File: src/rtl/ecc_row_pkg.sv
package ecc_row_pkg;
  localparam int unsigned WORD_W   = 64;
  localparam int unsigned CHK_W    = 8;
  localparam int unsigned HAM_W    = 7;
  localparam int unsigned LAST_POS = 71;
  localparam int unsigned HALF_N   = 2;
  localparam int unsigned BYTES_N  = WORD_W / 8;
  localparam int unsigned ROW_W    = HALF_N * (WORD_W + CHK_W);

  // Hamming parity: data bits sit on non-power-of-two positions from 3 upward
  function automatic logic [HAM_W-1:0] ham_par(input logic [WORD_W-1:0] d);
    logic [HAM_W-1:0] p;
    int unsigned pos;
    p   = '0;
    pos = 3;
    for (int j = 0; j < WORD_W; j++) begin
      if (d[j]) p = p ^ HAM_W'(pos);
      pos = pos + 1;
      if ((pos & (pos - 1)) == 0) pos = pos + 1;
    end
    return p;
  endfunction

  function automatic logic [WORD_W-1:0] ham_fix(input logic [WORD_W-1:0] d,
                                                input logic [HAM_W-1:0]  syn);
    logic [WORD_W-1:0] r;
    int unsigned pos;
    r   = d;
    pos = 3;
    for (int j = 0; j < WORD_W; j++) begin
      if (HAM_W'(pos) == syn) r[j] = ~d[j];
      pos = pos + 1;
      if ((pos & (pos - 1)) == 0) pos = pos + 1;
    end
    return r;
  endfunction
endpackage

File: src/rtl/ecc_cw_check.sv
module ecc_cw_check
  import ecc_row_pkg::*;
(
  input  logic [WORD_W-1:0] data_i,
  input  logic [CHK_W-1:0]  chk_i,
  output logic [WORD_W-1:0] data_o,
  output logic              single_o,
  output logic              double_o
);
  logic [HAM_W-1:0] syn;
  logic             odd;
  logic             bad_pos;

  assign syn     = ham_par(data_i) ^ chk_i[HAM_W-1:0];
  assign odd     = ^{data_i, chk_i};
  assign bad_pos = syn > HAM_W'(LAST_POS);

  assign single_o = odd & ~bad_pos;
  assign double_o = ((syn != '0) & ~odd) | (odd & bad_pos);
  assign data_o   = ham_fix(data_i, syn);
endmodule

File: src/rtl/ecc_req_map.sv
module ecc_req_map
  import ecc_row_pkg::*;
#(
  parameter int unsigned ADDR_W = 12,
  localparam int unsigned RIDX_W = ADDR_W - 4
) (
  input  logic [ADDR_W-1:0]  addr_i,
  input  logic [1:0]         size_i,
  input  logic               chk_i,
  output logic [RIDX_W-1:0]  row_o,
  output logic               half_o,
  output logic [BYTES_N-1:0] lane_o
);
  logic [3:0]  nbytes;
  logic [15:0] span;
  logic [15:0] shifted;

  assign nbytes  = 4'd1 << size_i;
  assign span    = (16'd1 << nbytes) - 16'd1;
  assign shifted = span << addr_i[2:0];

  // check-byte region: two bytes per row, bit 0 picks the half
  assign row_o  = chk_i ? addr_i[RIDX_W:1] : addr_i[ADDR_W-1:4];
  assign half_o = chk_i ? addr_i[0] : addr_i[3];
  assign lane_o = chk_i ? BYTES_N'(1) : shifted[BYTES_N-1:0];
endmodule

File: src/rtl/wide_row_ecc_rd.sv
module wide_row_ecc_rd
  import ecc_row_pkg::*;
#(
  parameter int unsigned ADDR_W = 12,
  localparam int unsigned RIDX_W = ADDR_W - 4
) (
  input  logic              clk_i,
  input  logic              rst_ni,
  input  logic              req_valid_i,
  input  logic              req_chk_i,
  input  logic [ADDR_W-1:0] req_addr_i,
  input  logic [1:0]        req_size_i,
  output logic              row_rd_o,
  output logic [RIDX_W-1:0] row_idx_o,
  input  logic [ROW_W-1:0]  row_data_i,
  output logic              rvalid_o,
  output logic [WORD_W-1:0] rdata_o,
  output logic              err_corr_o,
  output logic              err_unc_o
);
  localparam int unsigned CHK_BASE = HALF_N * WORD_W;

  logic               map_half;
  logic [BYTES_N-1:0] map_lane;

  ecc_req_map #(.ADDR_W(ADDR_W)) i_map (
    .addr_i (req_addr_i),
    .size_i (req_size_i),
    .chk_i  (req_chk_i),
    .row_o  (row_idx_o),
    .half_o (map_half),
    .lane_o (map_lane)
  );

  assign row_rd_o = req_valid_i;

  // stage 1: request attributes wait for the array
  logic               s1_vld, s1_chk, s1_half;
  logic [BYTES_N-1:0] s1_lane;

  always_ff @(posedge clk_i or negedge rst_ni) begin
    if (!rst_ni) begin
      s1_vld  <= 1'b0;
      s1_chk  <= 1'b0;
      s1_half <= 1'b0;
      s1_lane <= '0;
    end else begin
      s1_vld <= req_valid_i;
      if (req_valid_i) begin
        s1_chk  <= req_chk_i;
        s1_half <= map_half;
        s1_lane <= map_lane;
      end
    end
  end

  // both codewords checked in parallel
  logic [WORD_W-1:0] fix_data [HALF_N];
  logic [CHK_W-1:0]  raw_chk  [HALF_N];
  logic [HALF_N-1:0] is_single, is_double;

  for (genvar h = 0; h < HALF_N; h++) begin : g_half
    assign raw_chk[h] = row_data_i[CHK_BASE + h*CHK_W +: CHK_W];
    ecc_cw_check i_chk (
      .data_i   (row_data_i[h*WORD_W +: WORD_W]),
      .chk_i    (raw_chk[h]),
      .data_o   (fix_data[h]),
      .single_o (is_single[h]),
      .double_o (is_double[h])
    );
    a_r6_dec_exclusive: assert property (@(posedge clk_i) disable iff (!rst_ni)
      s1_vld |-> !(is_single[h] && is_double[h]));
  end

  logic [WORD_W-1:0] lane_bits;
  for (genvar b = 0; b < BYTES_N; b++) begin : g_lane
    assign lane_bits[b*8 +: 8] = {8{s1_lane[b]}};
  end

  logic [WORD_W-1:0] rdata_d;
  logic              corr_d, unc_d;

  // only the targeted half may flag, for data and check-byte reads alike
  always_comb begin
    if (s1_chk) rdata_d = WORD_W'(raw_chk[s1_half]);
    else        rdata_d = fix_data[s1_half] & lane_bits;
    unc_d  = s1_vld & is_double[s1_half];
    corr_d = s1_vld & is_single[s1_half] & ~is_double[s1_half];
  end

  logic rd_chk_q;

  always_ff @(posedge clk_i or negedge rst_ni) begin
    if (!rst_ni) begin
      rvalid_o   <= 1'b0;
      rdata_o    <= '0;
      err_corr_o <= 1'b0;
      err_unc_o  <= 1'b0;
      rd_chk_q   <= 1'b0;
    end else begin
      rvalid_o   <= s1_vld;
      err_corr_o <= corr_d;
      err_unc_o  <= unc_d;
      if (s1_vld) begin
        rdata_o  <= rdata_d;
        rd_chk_q <= s1_chk;
      end
    end
  end

  a_r9_flags_need_valid: assert property (@(posedge clk_i) disable iff (!rst_ni)
    (err_corr_o || err_unc_o) |-> rvalid_o);
  a_r6_flags_onehot: assert property (@(posedge clk_i) disable iff (!rst_ni)
    $onehot0({err_corr_o, err_unc_o}));
  a_r2_two_edge_latency: assert property (@(posedge clk_i) disable iff (!rst_ni)
    req_valid_i |=> ##1 rvalid_o);
  a_r4_chk_upper_zero: assert property (@(posedge clk_i) disable iff (!rst_ni)
    (rvalid_o && rd_chk_q) |-> (rdata_o[WORD_W-1:CHK_W] == '0));
endmodule

File: config.mk
export PLATFORM = sky130hd
export DESIGN_NAME = wide_row_ecc_rd
export DESIGN_NICKNAME = d
export VERILOG_FILES = /design/src/rtl/ecc_row_pkg.sv /design/src/rtl/ecc_cw_check.sv /design/src/rtl/ecc_req_map.sv /design/src/rtl/wide_row_ecc_rd.sv
export SDC_FILE = /design/constraint.sdc
export NUM_CORES = 1
export LEC_CHECK = 0
export BUFFER_PORTS_ARGS = -buffer_cell sky130_fd_sc_hd__buf_4
export CORE_MARGIN = 8
export CORE_UTILIZATION = 58
export DETAILED_ROUTE_END_ITERATION = 8
export HOLD_SLACK_MARGIN = 0.08
export PLACE_DENSITY = 0.86
export SLEW_MARGIN = 20
export SYNTH_ARGS = -nofsm -noshare
export SYNTH_HDL_FRONTEND = slang
export SYNTH_SLANG_ARGS = --single-unit
File: constraint.sdc
create_clock -name clk_i -period 3.3 [get_ports clk_i]
set_input_delay 0.66 -clock clk_i [delete_from_list [all_inputs] [get_ports clk_i]]
set_output_delay 0.66 -clock clk_i [all_outputs]
set_load 0.02 [all_outputs]
======== Yosys cells after proc, flatten, opt, wreduce, memory -nomap -nowiden ========
Cells that the tools add are included.
storage, ports and cells
  bits in registers ....................... 78
  output and inout port bits .............. 76
  logic and storage cells ................. 692
  bits of input ports ..................... 162
operators by class
  add/subtract/negate cells ............... 1
  reduce and logical (&&, ||, !) cells .... 4
  bitwise logic cells ..................... 274
  muxes and demuxes ....................... 270
  equality and inequality tests ........... 128
  shift operators ......................... 3
  order comparisons ....................... 4
operators with widths
  kind                     number
  $eq A6 B7 Y1 const A     62
  $mux W6                  62
  $mux W64                 4
  $eq A5 B7 Y1 const A     30
  $mux W5                  30
  $reduce_xor A72 Y1       2
  $not A3 Y3               46
  $mux W1                  133
  $not A1 Y1               133
  $not A4 Y4               32
  $eq A4 B7 Y1 const A     14
  $eq A7 B7 Y1 const A     14
  $mux W7                  14
  $and A64 B64 Y64         1
  $not A2 Y2               32
  $not A5 Y5               12
  $mux W4                  14
  $eq A3 B7 Y1 const A     6
  $mux W8                  5
  $mux W3                  6
  $shl A1 B4 Y16 const A   1
  $shl A16 B3 Y8           1
  $sub A16 B1 Y16 const B  1
  $eq A2 B7 Y1 const A     2
  other kinds (11)         27

======== Logic depth before layout (Yosys ltp) ========
  word-level depth ........................ 135
  depth in mapped cells ................... 11

======== By module ========
A second synthesis with hierarchy kept.
unflattened totals
  cells, all modules ...................... 960
  area, all modules ....................... 9999.6 µm²
modules (own cells, without submodules)
  module                           cells an instance  area each (µm²)  times used
  wide_row_ecc_rd                  321                3763.6           1
  ecc_cw_check at g_half[1].i_chk  293                3083.0           1
  ecc_cw_check at g_half[0].i_chk  306                2831.5           1
  ecc_req_map                      40                 321.6            1

======== Worst setup path after synthesis ========
OpenSTA, ideal clock, no wires.
  kind .................................... input to register
  start ................................... input port row_data_i[116]
  end ..................................... register rdata_o[2]
  arrival ................................. 3153 ps
  stages .................................. 11
  setup time .............................. 126 ps
  path slack .............................. 21 ps
  path through ............................ xnor3_2 xor2_2 xnor3_2 xnor2_1 nor3_1 o21ai_0 clkbuf_1 buf_2 o31ai_1 a21oi_1 o32a_1
on the way
  word-level cells in the longest chain between the ends .. 26
  elaborated cells between the ends (all ways) .. 30
  those cells by class .................... eq/ne (1); mux (17); bitwise (12)
RTL lines
  item                                                    RTL line                text
  start: declaration                                      wide_row_ecc_rd.sv:15   input logic [ROW_W-1:0] row_data_i,
  $mux W6 * (2 in a row)                                  ecc_row_pkg.sv:17       if (d[j]) p = p ^ HAM_W'(pos);
  $not A5 Y5 (no line) / $mux W6 (equally long branches)  -
  $mux W6 * (2 in a row)                                  ecc_row_pkg.sv:17
  $not A6 Y6 (no line)                                    -
  $mux W6 *                                               ecc_row_pkg.sv:17
  $not A2 Y2 (no line) / $mux W7 (equally long branches)  -
  $mux W7 * (2 in a row)                                  ecc_row_pkg.sv:17
  $not A3 Y3 (no line)                                    -
  [5 not listed]                                          -
  $not A4 Y4 (no line)                                    -
  $mux W7 *                                               ecc_row_pkg.sv:17
  $xor A7 B7 Y7 *                                         ecc_cw_check.sv:14      assign syn = ham_par(data_i) ^ chk_i[HAM_W-1:0];
  $eq A3 B7 Y1 *                                          ecc_row_pkg.sv:31       if (HAM_W'(pos) == syn) r[j] = ~d[j];
  $mux W1 *                                               ecc_row_pkg.sv:31
  $mux W64 (implied by the code) * (3 in a row)           wide_row_ecc_rd.sv:86   else rdata_d = fix_data[s1_half] & lane_bits;
  $and A64 B64 Y64 *                                      wide_row_ecc_rd.sv:86
  $mux W64 *                                              wide_row_ecc_rd.sv:85   if (s1_chk) rdata_d = WORD_W'(raw_chk[s1_half]);
  end signal: assignment                                  wide_row_ecc_rd.sv:105  rdata_o <= rdata_d;
  end: declaration                                        wide_row_ecc_rd.sv:17   output logic [WORD_W-1:0] rdata_o,
Every way passes the cells marked *; elsewhere a longest branch is shown, timed or not. The select of a mux whose other input is x is not followed.
A chain may end at the register's enable or synchronous reset.

======== Worst setup path after layout ========
  start ................................... input port row_data_i[81]
  end ..................................... register rdata_o[58]
on the way
  word-level cells in the longest chain between the ends .. 79
  elaborated cells between the ends (all ways) .. 100
  those cells by class .................... eq/ne (1); mux (52); bitwise (47)
RTL lines
  item                                                       RTL line
  $mux W5 * (2 in a row)                                     ecc_row_pkg.sv:17
  $not A3 Y3 (no line) / $mux W5 (equally long branches)     -
  $mux W5 * (2 in a row)                                     ecc_row_pkg.sv:17
  $not A4 Y4 (no line) / $not A3 Y3 (equally long branches)  -
  $mux W5 * (2 in a row)                                     ecc_row_pkg.sv:17
  $not A4 Y4 (no line) / $mux W5 (equally long branches)     -
  $mux W5 * (2 in a row)                                     ecc_row_pkg.sv:17
  $not A5 Y5 (no line) / $not A4 Y4 (equally long branches)  -
  [57 not listed]                                            -
  $not A4 Y4 (no line) / $mux W7 (equally long branches)     -
  $mux W7 *                                                  ecc_row_pkg.sv:17
  $xor A7 B7 Y7 *                                            ecc_cw_check.sv:14
  $eq A7 B7 Y1 *                                             ecc_row_pkg.sv:31
  $mux W1 *                                                  ecc_row_pkg.sv:31
  $mux W64 (implied by the code) * (3 in a row)              wide_row_ecc_rd.sv:86
  $and A64 B64 Y64 *                                         wide_row_ecc_rd.sv:86
  $mux W64 *                                                 wide_row_ecc_rd.sv:85
Marks and branches as above.

==> results summary <==
The flow ran to the end, but the final reports show violations. The checks that failed: setup timing. For this block, the initial DRC count from the detailed router was 1431. In the post-route analysis, the smallest setup slack over all paths is -0.116 ns. The number of hold violations in the final report came out at 0.

The post-route non-filler standard cell count came out at 1604. Of the total synthesized cell area, the portion taken by XOR and XNOR cells is 0.449. The internal power of the cells is about 6 mW.

The clock network fraction of total power came out at 0.093. The final net count is 1575. The number of remaining DRC errors is 0. The post-synthesis simple-gate area fraction came out at 0.156. Of the total synthesized cell area, the portion taken by full adders, half adders and majority gates is 0.00284. The share of flip-flops with an asynchronous set or reset is 1.00.

In this design, the critical path's most frequently occurring cell is sky130_fd_sc_hd__buf_4. The power density over the cells is approximately 860 nW/um^2. The total core area is around 15000 um^2. The remaining antenna violation count after routing is 0. The routed wire length came out at 41.7 mm. The min-delay analysis places its worst path in the category in2async.

The synthesized area is just under 9000 um^2. The data arrival time of the worst path is 3.62 ns. The placement row count is 45. The startpoint identified for the worst register-to-register timing path is s1_half. The initial antenna violation count was 0. The iteration count of the initial detailed-routing pass came out at 6. The compound-gate portion of the synthesized area is 0.119. The number of instances in the synthesized netlist is approximately 940. The register clock-pin slew on the reported worst setup and hold paths came out at 0.06 ns. For the final routed database, the setup TNS stands at -1.07 ns. The share of synthesized area in the top cell type comes to 0.275.

The area growth from synthesis to layout is 50.9%. The fraction of final layout cells with drive strength greater than 1 came out at 0.425. The critical path startpoint category is an input port. The die outline height came out at between 100 and 150 um.

The library cell used most frequently in the layout, excluding fill and tap cells, is sky130_fd_sc_hd__buf_4. The count of input and output buffers is 237. The final antenna diode count came out at 0. The later-pin clock latency in the skew report is between 0.3 and 0.4 ns. For this run, the number of Yosys warnings is 0. For this configuration, the core starts out at a cell density of 0.587. The number of synthesized flops with an enable pin is 0. The maximum fanout count along the critical path came out at 15.

The placed wire-length estimate after detailed placement is around 32 mm. For flop-to-flop paths, the worst setup slack is 0.88 ns. The kind of end point of the critical path is a register. From left edge to right edge, the die measures ~140 um.

The pin count of the biggest net entering global routing came out at 79. The number of unique standard cell types used by synthesis came out at 50. The hold buffer count at CTS came out at 0. The number of storage elements in the synthesis netlist is 78.

Yosys attributes the largest share of cell area to sky130_fd_sc_hd__xnor2_1 28%, sky130_fd_sc_hd__dfrtp_1 22%, sky130_fd_sc_hd__xnor3_1 9.4%, sky130_fd_sc_hd__o221ai_1 5.6%, sky130_fd_sc_hd__xor2_1 5.1%. The sink count of the clock tree came out at 78. Including well taps, the total number of placed cells is 1581. The wire length of the first global-routing pass is 59.1 mm. The number of cells traversed by the worst register-to-register path came out at 4. The signal on the critical path passes through buf_4 > xor2_1 > buf_4 > xnor2_4 > xnor2_2 > buf_4 > xnor2_1 > xnor2_2 > buf_4 > mux2i_1 > buf_4 > nor3_1 > xnor2_1 > o221ai_1. The number of H-tree levels is 3. The largest total area in the synthesized netlist belongs to sky130_fd_sc_hd__xnor2_1. The number of fill cells came out at 751. The power spent charging and discharging nets came out at 5.63 mW. Setup repair after global routing could not meet its margin everywhere.

Dividing the synthesized area by the synthesized cell count gives 9.36 um^2. The largest clock skew in the final design is ~0.0071 ns. The part of the power in combinational logic is 0.808. On the worst path, the slowest cell contributes a delay of 0.50 ns.

The leakage power summed over all cells came out at 5.92 nW. The via total after detailed routing came out at 10255. The global placer's final weighted congestion is 1.04. In this run, CTS created clock tree buffers numbering 9. By startpoint and endpoint, the worst setup path is classified as in2reg. The endpoint identified for the worst register-to-register timing path is rdata_o[10]. The worst ir drop on vdd is 595 uV. For the pin with the worst max-slew slack, the measured transition is between 0.9 and 1 ns. The critical-path cell with the highest stage delay is sky130_fd_sc_hd__mux2i_1.

The count of final max-slew check failures came out at 0. The aggregate global routing overflow is 0. The time the worst path needs with I/O delays and setup is 3.42 ns. The area of the die came out at about 19000 um^2. The share of the cycle needed by the critical path after routing came out at 1.04. Leaving out fill and tap cells, the most frequent cells in the layout are 496 x sky130_fd_sc_hd__buf_4, 255 x sky130_fd_sc_hd__xnor2_1, 78 x sky130_fd_sc_hd__dfrtp_1, 61 x sky130_fd_sc_hd__nor2_1, 60 x sky130_fd_sc_hd__nor3_1. The sequential group share of total power came out at 0.099. The overall fraction of global-route tracks in use is 0.397. The number of global-route vias before repair is 10179. The synthesized netlist net count is roughly 1100. At the worst endpoint, the required time is ~3.5 ns. TritonCTS built the clock tree. The via count normalized by instance count is 6.39. The prevailing post-synth register cell is sky130_fd_sc_hd__dfrtp_1. The number of buffers on the longest clock path came out at 2. The sequential share of the synthesized area came out at 0.221.

Max-cap violations in this run came to 0. The achievable frequency is around 290 MHz. The multiplexer share of the synthesized area came out at 0.0287.

In this run the clock root is driven by a sky130_fd_sc_hd__clkbuf_16. Pin placement for this block handled 238 I/O pins. The largest family of logic cells by synthesized area is XOR/XNOR gates. The remaining max-slew budget at the tightest pin is 0.362. The setup violation total in the final timing report is 24.

The switching portion of total power is 0.489. Dividing the detail-routed wire length by the instance count gives 26.0 um.
flip-flops by register name, summed over array words and instances, names as in the netlist:
signal      cells
rdata_o        64
s1_chk          1
s1_lane         8
s1_half         1
err_unc_o       1
s1_vld          1
err_corr_o      1
rvalid_o        1
power by group through the flow:
| stage | Combinational, mW | Clock (mW) | Sequential (mW) |
|---|---|---|---|
| floorplan | 4.22 | 0 | 1.20 |
| global placement | 8.12 | 0 | 1.15 |
| detailed placement | 8.23 | 0 | 1.15 |
| CTS | 8.38 | 1.05 | 1.13 |
| global route | 9.60 | 1.09 | 1.14 |
| finish | 9.30 | 1.07 | 1.14 |
area by class of cell:
cell class                 count  area (um^2)  area share
tap                          188          235      0.0177
inverter                       9         33.8     0.00254
sequential                    78         1950       0.147
multi-input combinational    813         7000       0.526
timing repair buffer         500         3790       0.284
clock buffer                   9          225      0.0169
clock inverter                 7         78.8     0.00592
layer usage:
layer  share of wire  vias up  track usage
met2            0.44      990        0.616
met3            0.14      278        0.107
met5               0        -            0
met1            0.35     4773        0.479
met4           0.082        0        0.258
li1                -     4214            -
worst max-delay path by stage:
| stage | startpoint | to | slack [ns] | depth (start not counted) |
|---|---|---|---|---|
| after global placement | row_data_i[17] | rdata_o[24] | -0.47 | 13 |
| final | row_data_i[81] | rdata_o[58] | -0.12 | 14 |
| after CTS | row_data_i[81] | rdata_o[34] | 0.0006 | 15 |
| after floorplan | row_data_i[116] | rdata_o[2] | 0.02 | 11 |
| after global routing | row_data_i[32] | rdata_o[14] | -0.25 | 11 |
| after detailed placement | row_data_i[17] | rdata_o[24] | -0.53 | 13 |
cell families after synthesis:
family / after synthesis
muxes: 24
DFF: 78
adders and majority gates: 2
xor gates and xnor gates: 377
buffers and inverters: 51
AOI/OAI and AO/OA: 140
and+or+nand+nor: 270
critical path, delay by kind of cell:
kind,cells,cell delay (ns)
multiplexers,1,0.50
AO/OA/AOI/OAI,1,0.18
buffers and inverters,5,0.97
XOR/XNOR,6,1.20
AND/OR/NAND/NOR,1,0.11
stage by stage:
stage | hold WS, ns | area, um^2 | utilization | worst slack [ns] | power [mW]
6_report | 0.336 | 13300 | 0.886 | -0.116 | 11.5
5_1_grt | 0.409 | 13300 | 0.886 | -0.245 | 11.8
4_1_cts | 0.501 | 12900 | 0.861 | 0.000560 | 10.6
3_5_place_dp | 0.481 | 12600 | 0.839 | -0.525 | 9.37
3_3_place_gp | 0.482 | 12600 | 0.839 | -0.474 | 9.26
2_1_floorplan | 0.364 | 8820 | - | 0.0212 | 5.43
what timing repair did:
| action | CTS | global route |
|---|---|---|
| setup buffers | 0 | 7 |
| resized for setup | 11 | 63 |
| endpoints found under the setup margin | 22 | 63 |
| pin swaps | 1 | 19 |
Yosys cell counts (3+ instances only):
master                       n
sky130_fd_sc_hd__a21oi_1    16
sky130_fd_sc_hd__and3_1      6
sky130_fd_sc_hd__buf_1       4
sky130_fd_sc_hd__buf_2       6
sky130_fd_sc_hd__clkbuf_1   30
sky130_fd_sc_hd__dfrtp_1    78
sky130_fd_sc_hd__inv_1       9
sky130_fd_sc_hd__mux2_2     10
sky130_fd_sc_hd__mux2i_1    14
sky130_fd_sc_hd__nand2_1    33
sky130_fd_sc_hd__nand2b_1   61
sky130_fd_sc_hd__nand3_1     7
sky130_fd_sc_hd__nor2_1     66
sky130_fd_sc_hd__nor2b_1    10
sky130_fd_sc_hd__nor3_1     64
sky130_fd_sc_hd__nor3_2      3
sky130_fd_sc_hd__o211ai_1    6
sky130_fd_sc_hd__o21ai_0    26
sky130_fd_sc_hd__o21ba_2     4
sky130_fd_sc_hd__o221ai_1   56
sky130_fd_sc_hd__o22ai_1     4
sky130_fd_sc_hd__o31ai_1     8
sky130_fd_sc_hd__o32a_1      8
sky130_fd_sc_hd__or3_1       3
sky130_fd_sc_hd__or4_1       8
sky130_fd_sc_hd__xnor2_1   277
sky130_fd_sc_hd__xnor2_2     3
sky130_fd_sc_hd__xnor3_1    37
sky130_fd_sc_hd__xor2_1     51
sky130_fd_sc_hd__xor3_1      6
No activity file was read; power rests on OpenSTA's default activity.
